[config.mk]
export PLATFORM = sky130hd
export DESIGN_NAME = rst_cause_ctrl
export DESIGN_NICKNAME = d
export VERILOG_FILES = /design/src/rtl/rcc_pkg.sv /design/src/rtl/rcc_sync.sv /design/src/rtl/rcc_hold.sv /design/src/rtl/rcc_bus.sv /design/src/rtl/rcc_status.sv /design/src/rtl/rst_cause_ctrl.sv
export SDC_FILE = /design/constraint.sdc
export NUM_CORES = 1
export LEC_CHECK = 0
export BUFFER_PORTS_ARGS = -buffer_cell sky130_fd_sc_hd__buf_2
export CAP_MARGIN = 5
export CORE_UTILIZATION = 33
export DETAILED_ROUTE_END_ITERATION = 10
export GPL_ROUTABILITY_DRIVEN = 0
export SETUP_SLACK_MARGIN = 0.05
export SKIP_LAST_GASP = 1
export SYNTH_ARGS = -nofsm -noshare
export SYNTH_HDL_FRONTEND = slang
export SYNTH_HIERARCHICAL = 1
export SYNTH_SLANG_ARGS = --single-unit
[constraint.sdc]
create_clock -name clk -period 4.2 [get_ports clk]
set_clock_uncertainty 0.05 [all_clocks]
set_input_delay 0.21 -clock clk [delete_from_list [all_inputs] [get_ports clk]]
set_output_delay 0.21 -clock clk [all_outputs]
set_load 0.05 [all_outputs]
[src/rtl/rcc_pkg.sv]
// Shared constants for the reset cause recording controller.
// Assumes a 32-bit status word whose cause bit positions are fixed,
// because software decodes them.
package rcc_pkg;
    localparam int N_CAUSE      = 6;          // warm causes, bits 21:16
    localparam int N_EXT_REQ    = 5;          // causes that arrive on pins
    localparam int CAUSE_LSB    = 16;
    localparam int POR_BIT      = 22;
    localparam int RSVD_BIT     = 23;
    localparam int IDX_SYS_WDT  = 0;
    localparam int IDX_CPU0_WDT = 1;
    localparam int IDX_CPU1_WDT = 2;
    localparam int IDX_SOFT     = 3;
    localparam int IDX_DEBUG    = 4;
    localparam int IDX_EXT      = 5;
    localparam logic [31:0] STATUS_COLD = 32'h0040_0000;
    localparam int ADDR_STATUS  = 0;
    localparam int ADDR_CTRL    = 1;

    typedef logic [N_CAUSE-1:0] cause_t;
endpackage

[src/rtl/rcc_sync.sv]
// Multi-bit synchronizer chain: STAGES flops per bit.
// Assumes the bits are independent level requests, so bit skew
// between lanes does not matter.
module rcc_sync #(
    parameter int WIDTH  = 5,
    parameter int STAGES = 2
) (
    input  logic             clk,
    input  logic             por_n,
    input  logic [WIDTH-1:0] d,
    output logic [WIDTH-1:0] q
);
    logic [WIDTH-1:0] stage_q [STAGES];

    generate
        for (genvar s = 0; s < STAGES; s++) begin : g_stage
            // Purpose: move each request one flop further along the chain.
            always_ff @(posedge clk) begin
                if (!por_n) begin
                    stage_q[s] <= '0;
                end else if (s == 0) begin
                    stage_q[s] <= d;
                end else begin
                    stage_q[s] <= stage_q[(s == 0) ? 0 : s-1];
                end
            end
        end
    endgenerate

    assign q = stage_q[STAGES-1];
endmodule

[src/rtl/rcc_hold.sv]
// Reset stretcher. Loads HOLD_CYC during the cold reset or on any trigger,
// then counts down. The output is low while the count is non-zero.
// Assumes trig is synchronous to clk.
module rcc_hold #(
    parameter int HOLD_CYC = 16
) (
    input  logic clk,
    input  logic por_n,
    input  logic trig,
    output logic sys_rst_n
);
    localparam int CNT_W = $clog2(HOLD_CYC + 1);
    localparam logic [CNT_W-1:0] CNT_LOAD = CNT_W'(HOLD_CYC);

    logic [CNT_W-1:0] cnt_q;

    // Purpose: reload on a request, otherwise count down to zero.
    always_ff @(posedge clk) begin
        if (!por_n) begin
            cnt_q <= CNT_LOAD;
        end else if (trig) begin
            cnt_q <= CNT_LOAD;
        end else if (cnt_q != '0) begin
            cnt_q <= cnt_q - 1'b1;
        end
    end

    assign sys_rst_n = (cnt_q == '0);
endmodule

[src/rtl/rcc_bus.sv]
// Register bus decoder. Produces the status write strobe and the
// self-clearing software reset pulse, and muxes the read data.
// Assumes a single-cycle write and combinational reads.
module rcc_bus
    import rcc_pkg::*;
#(
    parameter int ADDR_W = 4
) (
    input  logic              clk,
    input  logic              por_n,
    input  logic              reg_sel,
    input  logic              reg_we,
    input  logic [ADDR_W-1:0] reg_addr,
    input  logic              wdata_bit0,
    input  logic [31:0]       status,
    output logic              status_wr,
    output logic              soft_pulse,
    output logic [31:0]       reg_rdata
);
    localparam logic [ADDR_W-1:0] A_STATUS = ADDR_W'(ADDR_STATUS);
    localparam logic [ADDR_W-1:0] A_CTRL   = ADDR_W'(ADDR_CTRL);

    logic hit_status;
    logic hit_ctrl;

    // Purpose: address decode for both registers.
    always_comb begin
        hit_status = reg_sel && (reg_addr == A_STATUS);
        hit_ctrl   = reg_sel && (reg_addr == A_CTRL);
    end

    assign status_wr = hit_status && reg_we;

    // Purpose: one-cycle software reset pulse, clears itself.
    always_ff @(posedge clk) begin
        if (!por_n) begin
            soft_pulse <= 1'b0;
        end else begin
            soft_pulse <= hit_ctrl && reg_we && wdata_bit0;
        end
    end

    // Purpose: read mux; the control register always reads zero.
    always_comb begin
        reg_rdata = '0;
        if (reg_addr == A_STATUS) begin
            reg_rdata = status;
        end
    end
endmodule

[src/rtl/rcc_status.sv]
// Status word: scratch byte, cause flags, boot error code.
// Cold reset loads STATUS_COLD. Set-by-cause wins over write-1-to-clear,
// and the error strobe wins over a bus write to the code field.
module rcc_status
    import rcc_pkg::*;
(
    input  logic        clk,
    input  logic        por_n,
    input  cause_t      cause,
    input  logic        wr,
    input  logic [31:0] wdata,
    input  logic        err_we,
    input  logic [15:0] err_code,
    output logic [31:0] status_q
);
    logic [31:0] nxt;
    logic        unused_wd23;

    assign unused_wd23 = wdata[RSVD_BIT];

    // Purpose: next value from bus write, error load and new causes.
    always_comb begin
        nxt = status_q;
        if (wr) begin
            nxt[31:24] = wdata[31:24];
            nxt[15:0]  = wdata[15:0];
            nxt[POR_BIT:CAUSE_LSB] = status_q[POR_BIT:CAUSE_LSB]
                                   & ~wdata[POR_BIT:CAUSE_LSB];
        end
        if (err_we) begin
            nxt[15:0] = err_code;
        end
        nxt[CAUSE_LSB +: N_CAUSE] = nxt[CAUSE_LSB +: N_CAUSE] | cause;
        nxt[RSVD_BIT] = 1'b0;
    end

    // Purpose: status register with cold-reset value.
    always_ff @(posedge clk) begin
        if (!por_n) begin
            status_q <= STATUS_COLD;
        end else begin
            status_q <= nxt;
        end
    end
endmodule

[src/rtl/rst_cause_ctrl.sv]
// Reset cause recording controller top. Synchronizes the warm reset
// requests, records their causes, stretches them into sys_rst_n, and
// latches the pin straps during the cold reset only.
// Assumes por_n is already synchronous to clk.
module rst_cause_ctrl
    import rcc_pkg::*;
#(
    parameter int HOLD_CYC    = 16,
    parameter int SYNC_STAGES = 2,
    parameter int STRAP_W     = 8,
    parameter int BOOT_W      = 3,
    parameter int ADDR_W      = 4
) (
    input  logic               clk,
    input  logic               por_n,
    input  logic               ext_rst_req,
    input  logic               dbg_rst_req,
    input  logic               wdt_cpu0_req,
    input  logic               wdt_cpu1_req,
    input  logic               wdt_sys_req,
    input  logic [STRAP_W-1:0] strap_in,
    output logic [STRAP_W-1:0] strap_q,
    output logic [BOOT_W-1:0]  boot_mode,
    input  logic               reg_sel,
    input  logic               reg_we,
    input  logic [ADDR_W-1:0]  reg_addr,
    input  logic [31:0]        reg_wdata,
    output logic [31:0]        reg_rdata,
    input  logic               err_we,
    input  logic [15:0]        err_code,
    output logic               sys_rst_n
);
    logic [N_EXT_REQ-1:0] req_raw;
    logic [N_EXT_REQ-1:0] req_sync;
    cause_t               cause;
    logic                 soft_pulse;
    logic                 status_wr;
    logic [31:0]          status_q;

    assign req_raw = {ext_rst_req, dbg_rst_req, wdt_cpu1_req,
                      wdt_cpu0_req, wdt_sys_req};

    rcc_sync #(.WIDTH(N_EXT_REQ), .STAGES(SYNC_STAGES)) u_sync (
        .clk   (clk),
        .por_n (por_n),
        .d     (req_raw),
        .q     (req_sync)
    );

    // Purpose: place synchronized and software causes at their indices.
    always_comb begin
        cause               = '0;
        cause[IDX_SYS_WDT]  = req_sync[0];
        cause[IDX_CPU0_WDT] = req_sync[1];
        cause[IDX_CPU1_WDT] = req_sync[2];
        cause[IDX_DEBUG]    = req_sync[3];
        cause[IDX_EXT]      = req_sync[4];
        cause[IDX_SOFT]     = soft_pulse;
    end

    rcc_bus #(.ADDR_W(ADDR_W)) u_bus (
        .clk        (clk),
        .por_n      (por_n),
        .reg_sel    (reg_sel),
        .reg_we     (reg_we),
        .reg_addr   (reg_addr),
        .wdata_bit0 (reg_wdata[0]),
        .status     (status_q),
        .status_wr  (status_wr),
        .soft_pulse (soft_pulse),
        .reg_rdata  (reg_rdata)
    );

    rcc_status u_status (
        .clk      (clk),
        .por_n    (por_n),
        .cause    (cause),
        .wr       (status_wr),
        .wdata    (reg_wdata),
        .err_we   (err_we),
        .err_code (err_code),
        .status_q (status_q)
    );

    rcc_hold #(.HOLD_CYC(HOLD_CYC)) u_hold (
        .clk       (clk),
        .por_n     (por_n),
        .trig      (|cause),
        .sys_rst_n (sys_rst_n)
    );

    // Purpose: sample the straps only while the cold reset is asserted.
    always_ff @(posedge clk) begin
        if (!por_n) begin
            strap_q <= strap_in;
        end
    end

    assign boot_mode = strap_q[BOOT_W-1:0];
endmodule

==> results of run 1 <==
## area by class of cell
class                      count  area share (%)
timing repair buffer         112            17.5
tap                           99            3.84
clock inverter                 3            1.44
sequential                    55            36.6
inverter                       4           0.466
multi-input combinational    148            38.0
clock buffer                   5            2.13
## state kept, by name (all words and copies together) (netlist names)
name and flops:
u_hold/cnt_q 5, u_bus/soft_pulse 1, strap_q 8, u_sync/stage_q 10, u_status/status_q 31
## cells in the final DEF, fill, tap and decap left out, types with 2 or more instances in the layout
cell      instances
nor2b_1           9
clkbuf_8          5
dfxtp_1          47
or2b_1            5
a21boi_0          6
nor2_1            6
and2_1           21
mux2_4           15
buf_2           111
nor4_1            2
inv_1             4
edfxtp_1          8
and2_2           21
nand2_1           4
mux2i_1           9
nand2b_1         13
o21a_1            6
ha_1              2
xnor2_1           3
o211a_1          16
## layer usage
metal | vias to the layer above | GRT usage (%)
li1 | 950 | -
met1 | 821 | 15.6
met2 | 77 | 22.8
met3 | 6 | 3.97
met4 | 0 | 4.33
met5 | - | 0
## power by group through the flow
| stage | clock [mW] | combinational [mW] | sequential, mW |
|---|---|---|---|
| after floorplan | 0 | 0.112 | 0.612 |
| after global routing | 0.389 | 0.201 | 0.586 |
| final | 0.356 | 0.183 | 0.581 |
| after global placement | 0 | 0.183 | 0.592 |
| after CTS | 0.375 | 0.186 | 0.582 |
| after detailed placement | 0 | 0.186 | 0.593 |
## path summary, 6_finish.rpt
check | from | cells past startpoint | endpoint
setup / recovery | u_hold/cnt_q[0]$_SDFFE_PP0P_ | 5 | sys_rst_n
hold / removal | strap_in[0] | 1 | strap_q[0]$_DFFE_PN_
setup reg to reg | u_hold/cnt_q[0]$_SDFFE_PP0P_ | 5 | u_hold/cnt_q[0]$_SDFFE_PP0P_
hold reg to reg | u_sync/stage_q[0][3]$_SDFF_PN0_ | 1 | u_sync/stage_q[1][3]$_SDFF_PN0_
## worst max-delay path: stages (launching register included)
cell and delay [ps]:
dfxtp_1 340, inv_1 80, ha_1 160, or4b_1 580, inv_1 100, buf_2 260
## metrics by stage
step	instances	cell area [µm²]	hold WS [ps]
CTS	426	3220	3.44
detailed placement	418	3110	339
floorplan	224	2520	236
global route	426	3220	6.64
finish	426	3220	21.7
global placement	418	3110	337
## kinds of logic (layout without fill, tap and decap cells)
logic type,Yosys count,after routing,share of synthesized area [%]
mux,25,25,12.9
buf+inv,21,124,4.66
xor+xnor,3,3,1.04
compound gates,30,30,10.8
simple gates,87,87,22.6
other cells,1,1,0.149
fa+ha+maj,2,2,0.991
flops,55,55,46.8
==> results.py, run 1 <==
metrics = {
    "run_status": {
        "status": "complete, no violations",
    },
    "drt": {
        "wl_met1_um": 2320,
        "postRouteAntennaNets": 0,
        "highest_layer": "met4",
        "first_pass_iters": 4,
        "wl_per_cell_um": 11.8,
        "wl_met2_um": 2260,
        "drcViolationCount": 0,
        "via_per_inst": 4.35,
        "routed_wl_um": 5040,
        "num_vias": 1854,
        "drt_iter0_markers": 48,
        "wl_met3_um": 389,
    },
    "timing": {
        "period_share_pct": 49.4,
        "setup_violations": 0,
        "tightestPinTransition_ps": 921,
        "slew-limit-headroom_pct": 38.6,
        "finalSetupTns_ps": 0,
        "finalHoldViolCount": 0,
        "report.final.slew_viol_count": 0,
        "finalCriticalPeriod_ps": 2080,
        "clock.fmax_mhz": 482,
        "rsz0062_at_grt": "no",
        "setup_slack_ps": 2120,
    },
    "cts": {
        "clock-sinks": 55,
        "cts_resized": 0,
        "cts_buffer_depth": 2,
        "numCtsBuffers": 5,
        "clk_latency_ps": 300,
        "path_clk_slew_ps": 100,
        "cts_tree": "done",
        "root_buffer": "clkbuf_8",
        "htree_levels": 2,
        "postCtsHoldBufs": 0,
        "cts_setup_buffers": 0,
    },
    "synthesis": {
        "yosysTopAreaCellShare_pct": 37.3,
        "synthesis.instances": 224,
        "ys.flop_type": "dfxtp_1",
        "synth_area_leader_cell": "dfxtp_1",
        "seq_area_frac_synth_pct": 46.8,
        "yosys-top-cells-count": "dfxtp_1 (47), and2_1 (21), and2_2 (21)",
        "async_flop_share_pct": 0,
        "synth_area_leaders": "dfxtp_1 (37%), edfxtp_1 (9.5%), mux2_4 (8.9%)",
        "synthesis.area_mm2": 0.00252,
        "synth_edf_count": 8,
        "syn_area_per_cell_um2": 11.3,
        "synth_seq_cells": 55,
        "yosys_warnings": 6,
        "ys_types": 33,
        "syn_nets": 296,
        "synth.most_common_cell": "dfxtp_1",
    },
    "final_layout": {
        "syn_to_final_growth_pct": 27.7,
        "layout-drive-gt1-share_pct": 49.2,
        "finish.utilization_pct": 44.0,
        "n_antenna_cell": 0,
        "multi_input_area_mm2": 0.00123,
        "nFillCells": 733,
        "final_net_count": 398,
        "layout.area.seq_mm2": 0.00118,
    },
    "floorplanning": {
        "rows": 31,
        "die_h_um": 89.5,
        "core-area_mm2": 0.00733,
        "ioPinCount": 114,
        "die_x_um": 89.5,
        "initial_core_util_pct": 34.4,
        "die_area_mm2": 0.00800,
    },
    "placement": {
        "dpl.hpwl_um": 3540,
        "numPortBuffers": 111,
        "place_ws_ps": 1940,
    },
    "grt": {
        "antenna_found_initial": 0,
        "grt_pass1_vias": 1804,
        "grt_pass1_wl_um": 8130,
        "grt_util_all_layers_pct": 13.2,
        "grt_overflow_total": 0,
        "grt_max_degree": 46,
    },
    "worst_setup_path": {
        "cp_data_arrival_time_ps": 1820,
        "crit_required_ps": 3940,
        "worstSetupPathType": "register to primary output",
        "rrSetupSlack_ps": 2650,
        "cp_max_fo": 5,
        "crit_path_start_kind": "register",
        "cp-end-kind": "primary output",
    },
    "power": {
        "switchingPower_mw": 0.289,
        "power_mw": 1.12,
        "power.density_mw_per_mm2": 347,
        "pwr-share-seq_pct": 51.9,
        "pwr-share-comb_pct": 16.3,
        "internal_power_mw": 0.831,
        "p_leak_nw": 1.62,
        "power_switching_share_pct": 25.8,
        "power.share.clock_pct": 31.8,
        "irDropWorstVdd_v": 0.000123,
    },
    "hold_path": {
        "hold_class": "primary input to register",
    },
    "flow_run": {
        "cap_violations": 0,
    },
}
No activity file was read; power rests on OpenSTA's default activity.
==> inputs of run 2 (changes only) <==
- clock period: 4.2 -> 1.9 ns (I/O delays scaled with it)
==> run 2 against run 1 <==
  * Count of clock-buffer cells in the layout unchanged
  * First-iteration DRC count decreased by 19%
  * Clock power increased by 82%
  * Critical endpoint unchanged
==> results.py, run 2 (synthesis gave the netlist of run 1 again) <==
metrics = {
    "worst_setup_path": {
        "worstSetupPathType": "register to primary output",
        "cp_data_arrival_time_ps": 1620,
        "worstReg2RegEnd": "u_hold/cnt_q[0]$_SDFFE_PP0P_",
        "reg2reg_from": "u_hold/cnt_q[0]$_SDFFE_PP0P_",
        "crit_path_start_kind": "register",
        "rrSetupSlack_ps": 330,
        "crit_required_ps": 1750,
        "critical_path.startpoint": "u_hold/cnt_q[0]$_SDFFE_PP0P_",
        "endpoint": "sys_rst_n",
        "cp-end-kind": "primary output",
        "cp_max_fo": 4,
        "reg2reg_depth": 6,
    },
    "floorplanning": {
        "die_x_um": 89.5,
        "die_h_um": 89.5,
        "core-area_mm2": 0.00733,
        "rows": 31,
        "initial_core_util_pct": 34.4,
        "ioPinCount": 114,
        "die_area_mm2": 0.00800,
    },
    "timing": {
        "setup_slack_ps": 138,
        "rsz0062_at_grt": "no",
        "clock.fmax_mhz": 568,
        "finalSetupTns_ps": 0,
        "period_share_pct": 92.7,
        "report.final.slew_viol_count": 0,
        "finalCriticalPeriod_ps": 1760,
        "slew-limit-headroom_pct": 65.2,
        "hold_ws_ps": 17.6,
        "tightestPinTransition_ps": 522,
        "setup_violations": 0,
        "finalHoldViolCount": 0,
    },
    "placement": {
        "place_inst": 421,
        "numPortBuffers": 111,
        "dpl.hpwl_um": 3660,
        "place_ws_ps": 203,
    },
    "cts": {
        "clk_latency_ps": 310,
        "cts_buffer_depth": 2,
        "clock-sinks": 55,
        "numCtsBuffers": 5,
        "root_buffer": "clkbuf_8",
        "path_clk_slew_ps": 100,
        "cts_tree": "done",
        "htree_levels": 2,
    },
    "grt": {
        "grt_max_degree": 33,
        "grt.busiest_layer": "met2",
        "grt_pass1_vias": 1946,
        "met2_usage_pct": 25.6,
        "met3_usage_pct": 4.43,
        "grt_overflow_total": 0,
        "antenna_found_initial": 0,
        "grt_util_all_layers_pct": 14.1,
        "grt_pass1_wl_um": 8590,
        "use_met1_pct": 15.3,
    },
    "power": {
        "power_switching_share_pct": 27.0,
        "power.density_mw_per_mm2": 687,
        "internal_power_mw": 1.75,
        "switchingPower_mw": 0.646,
        "p_leak_nw": 1.73,
        "irDropWorstVdd_v": 0.000307,
        "pwr-share-seq_pct": 53.8,
        "pwr-share-comb_pct": 19.1,
        "power.share.clock_pct": 27.1,
        "power_mw": 2.39,
    },
    "final_layout": {
        "layout-drive-gt1-share_pct": 47.5,
        "final-instance-count-excl-fill": 453,
        "n_antenna_cell": 0,
        "largestRegisters": "u_status/status_q: 31 flops, u_sync/stage_q: 10 flops, strap_q: 8 flops",
        "nFillCells": 696,
        "final_net_count": 425,
        "layout_common_cells": "buf_2 (110), dfxtp_1 (47), dlygate4sd3_1 (22)",
        "final_common_cell": "buf_2",
        "syn_to_final_growth_pct": 37.9,
        "largest_register_ffs": 31,
        "largest-register": "u_status/status_q",
    },
    "hold_path": {
        "hold_class": "primary input to register",
    },
    "drt": {
        "routed_wl_um": 5360,
        "via_per_inst": 4.38,
        "num_vias": 1984,
        "drt_iter0_markers": 39,
        "first_pass_iters": 4,
        "drcViolationCount": 0,
        "postRouteAntennaNets": 0,
        "wl_per_cell_um": 11.8,
    },
    "flow_run": {
        "cap_violations": 0,
    },
    "run_status": {
        "status": "complete, no violations",
    },
}
run 2: routing by layer:
| layer | vias up | wire (µm) |
|---|---|---|
| met5 | - | 0 |
| met2 | 79 | 2540 |
| met1 | 895 | 2330 |
| met3 | 7 | 416 |
| li1 | 1003 | - |
| met4 | 0 | 75 |
run 2: final cells by class:
type / count / area, µm² / area share (%)
clock buffer: 5 / 68.8 / 1.98
clock inverter: 3 / 22.5 / 0.647
inverter: 4 / 15.0 / 0.431
multi-input combinational: 148 / 1230 / 35.3
sequential: 55 / 1180 / 33.9
tap: 99 / 124 / 3.56
timing repair buffer: 139 / 840 / 24.1
run 2: how the worst min path moves through the flow:
stage	cells after the start	start	to	slack, ps
6_report	3	reg_wdata[26]	u_status/status_q[26]$_SDFFE_PN0P_	20
3_5_place_dp	1	strap_in[7]	strap_q[7]$_DFFE_PN_	220
3_3_place_gp	1	strap_in[5]	strap_q[5]$_DFFE_PN_	230
4_1_cts	3	reg_wdata[26]	u_status/status_q[26]$_SDFFE_PN0P_	8
2_1_floorplan	1	reg_addr[3]	u_bus/soft_pulse$_SDFF_PN0_	120
5_1_grt	3	reg_wdata[26]	u_status/status_q[26]$_SDFFE_PN0P_	40
run 2: through the flow:
stage	instance area (µm²)	utilization (%)
floorplan	2520	-
global placement	3140	42.9
detailed placement	3140	42.9
CTS	3470	47.3
global route	3480	47.5
finish	3480	47.5
run 2: power by group through the flow:
| stage | Sequential, mW | Clock [mW] | Combinational, mW |
|---|---|---|---|
| 2_1_floorplan | 1.35 | 0 | 0.248 |
| 3_3_place_gp | 1.31 | 0 | 0.407 |
| 3_5_place_dp | 1.31 | 0 | 0.411 |
| 4_1_cts | 1.29 | 0.684 | 0.454 |
| 5_1_grt | 1.30 | 0.720 | 0.503 |
| 6_report | 1.29 | 0.647 | 0.458 |
run 2: worst max-delay path: stages, from the launching register on:
cell and delay, ps:
dfxtp_1 340, inv_1 80, ha_1 160, or4b_4 490, inv_2 80, buf_6 150
run 2: repair_timing:
item,in CTS,in global routing
gates resized for setup,3,1
hold buffers,22,0
pin swaps,0,0
endpoints found under the setup margin,1,1
cloned,0,0
buffers inserted,0,2
hold endpoints to repair,21,0
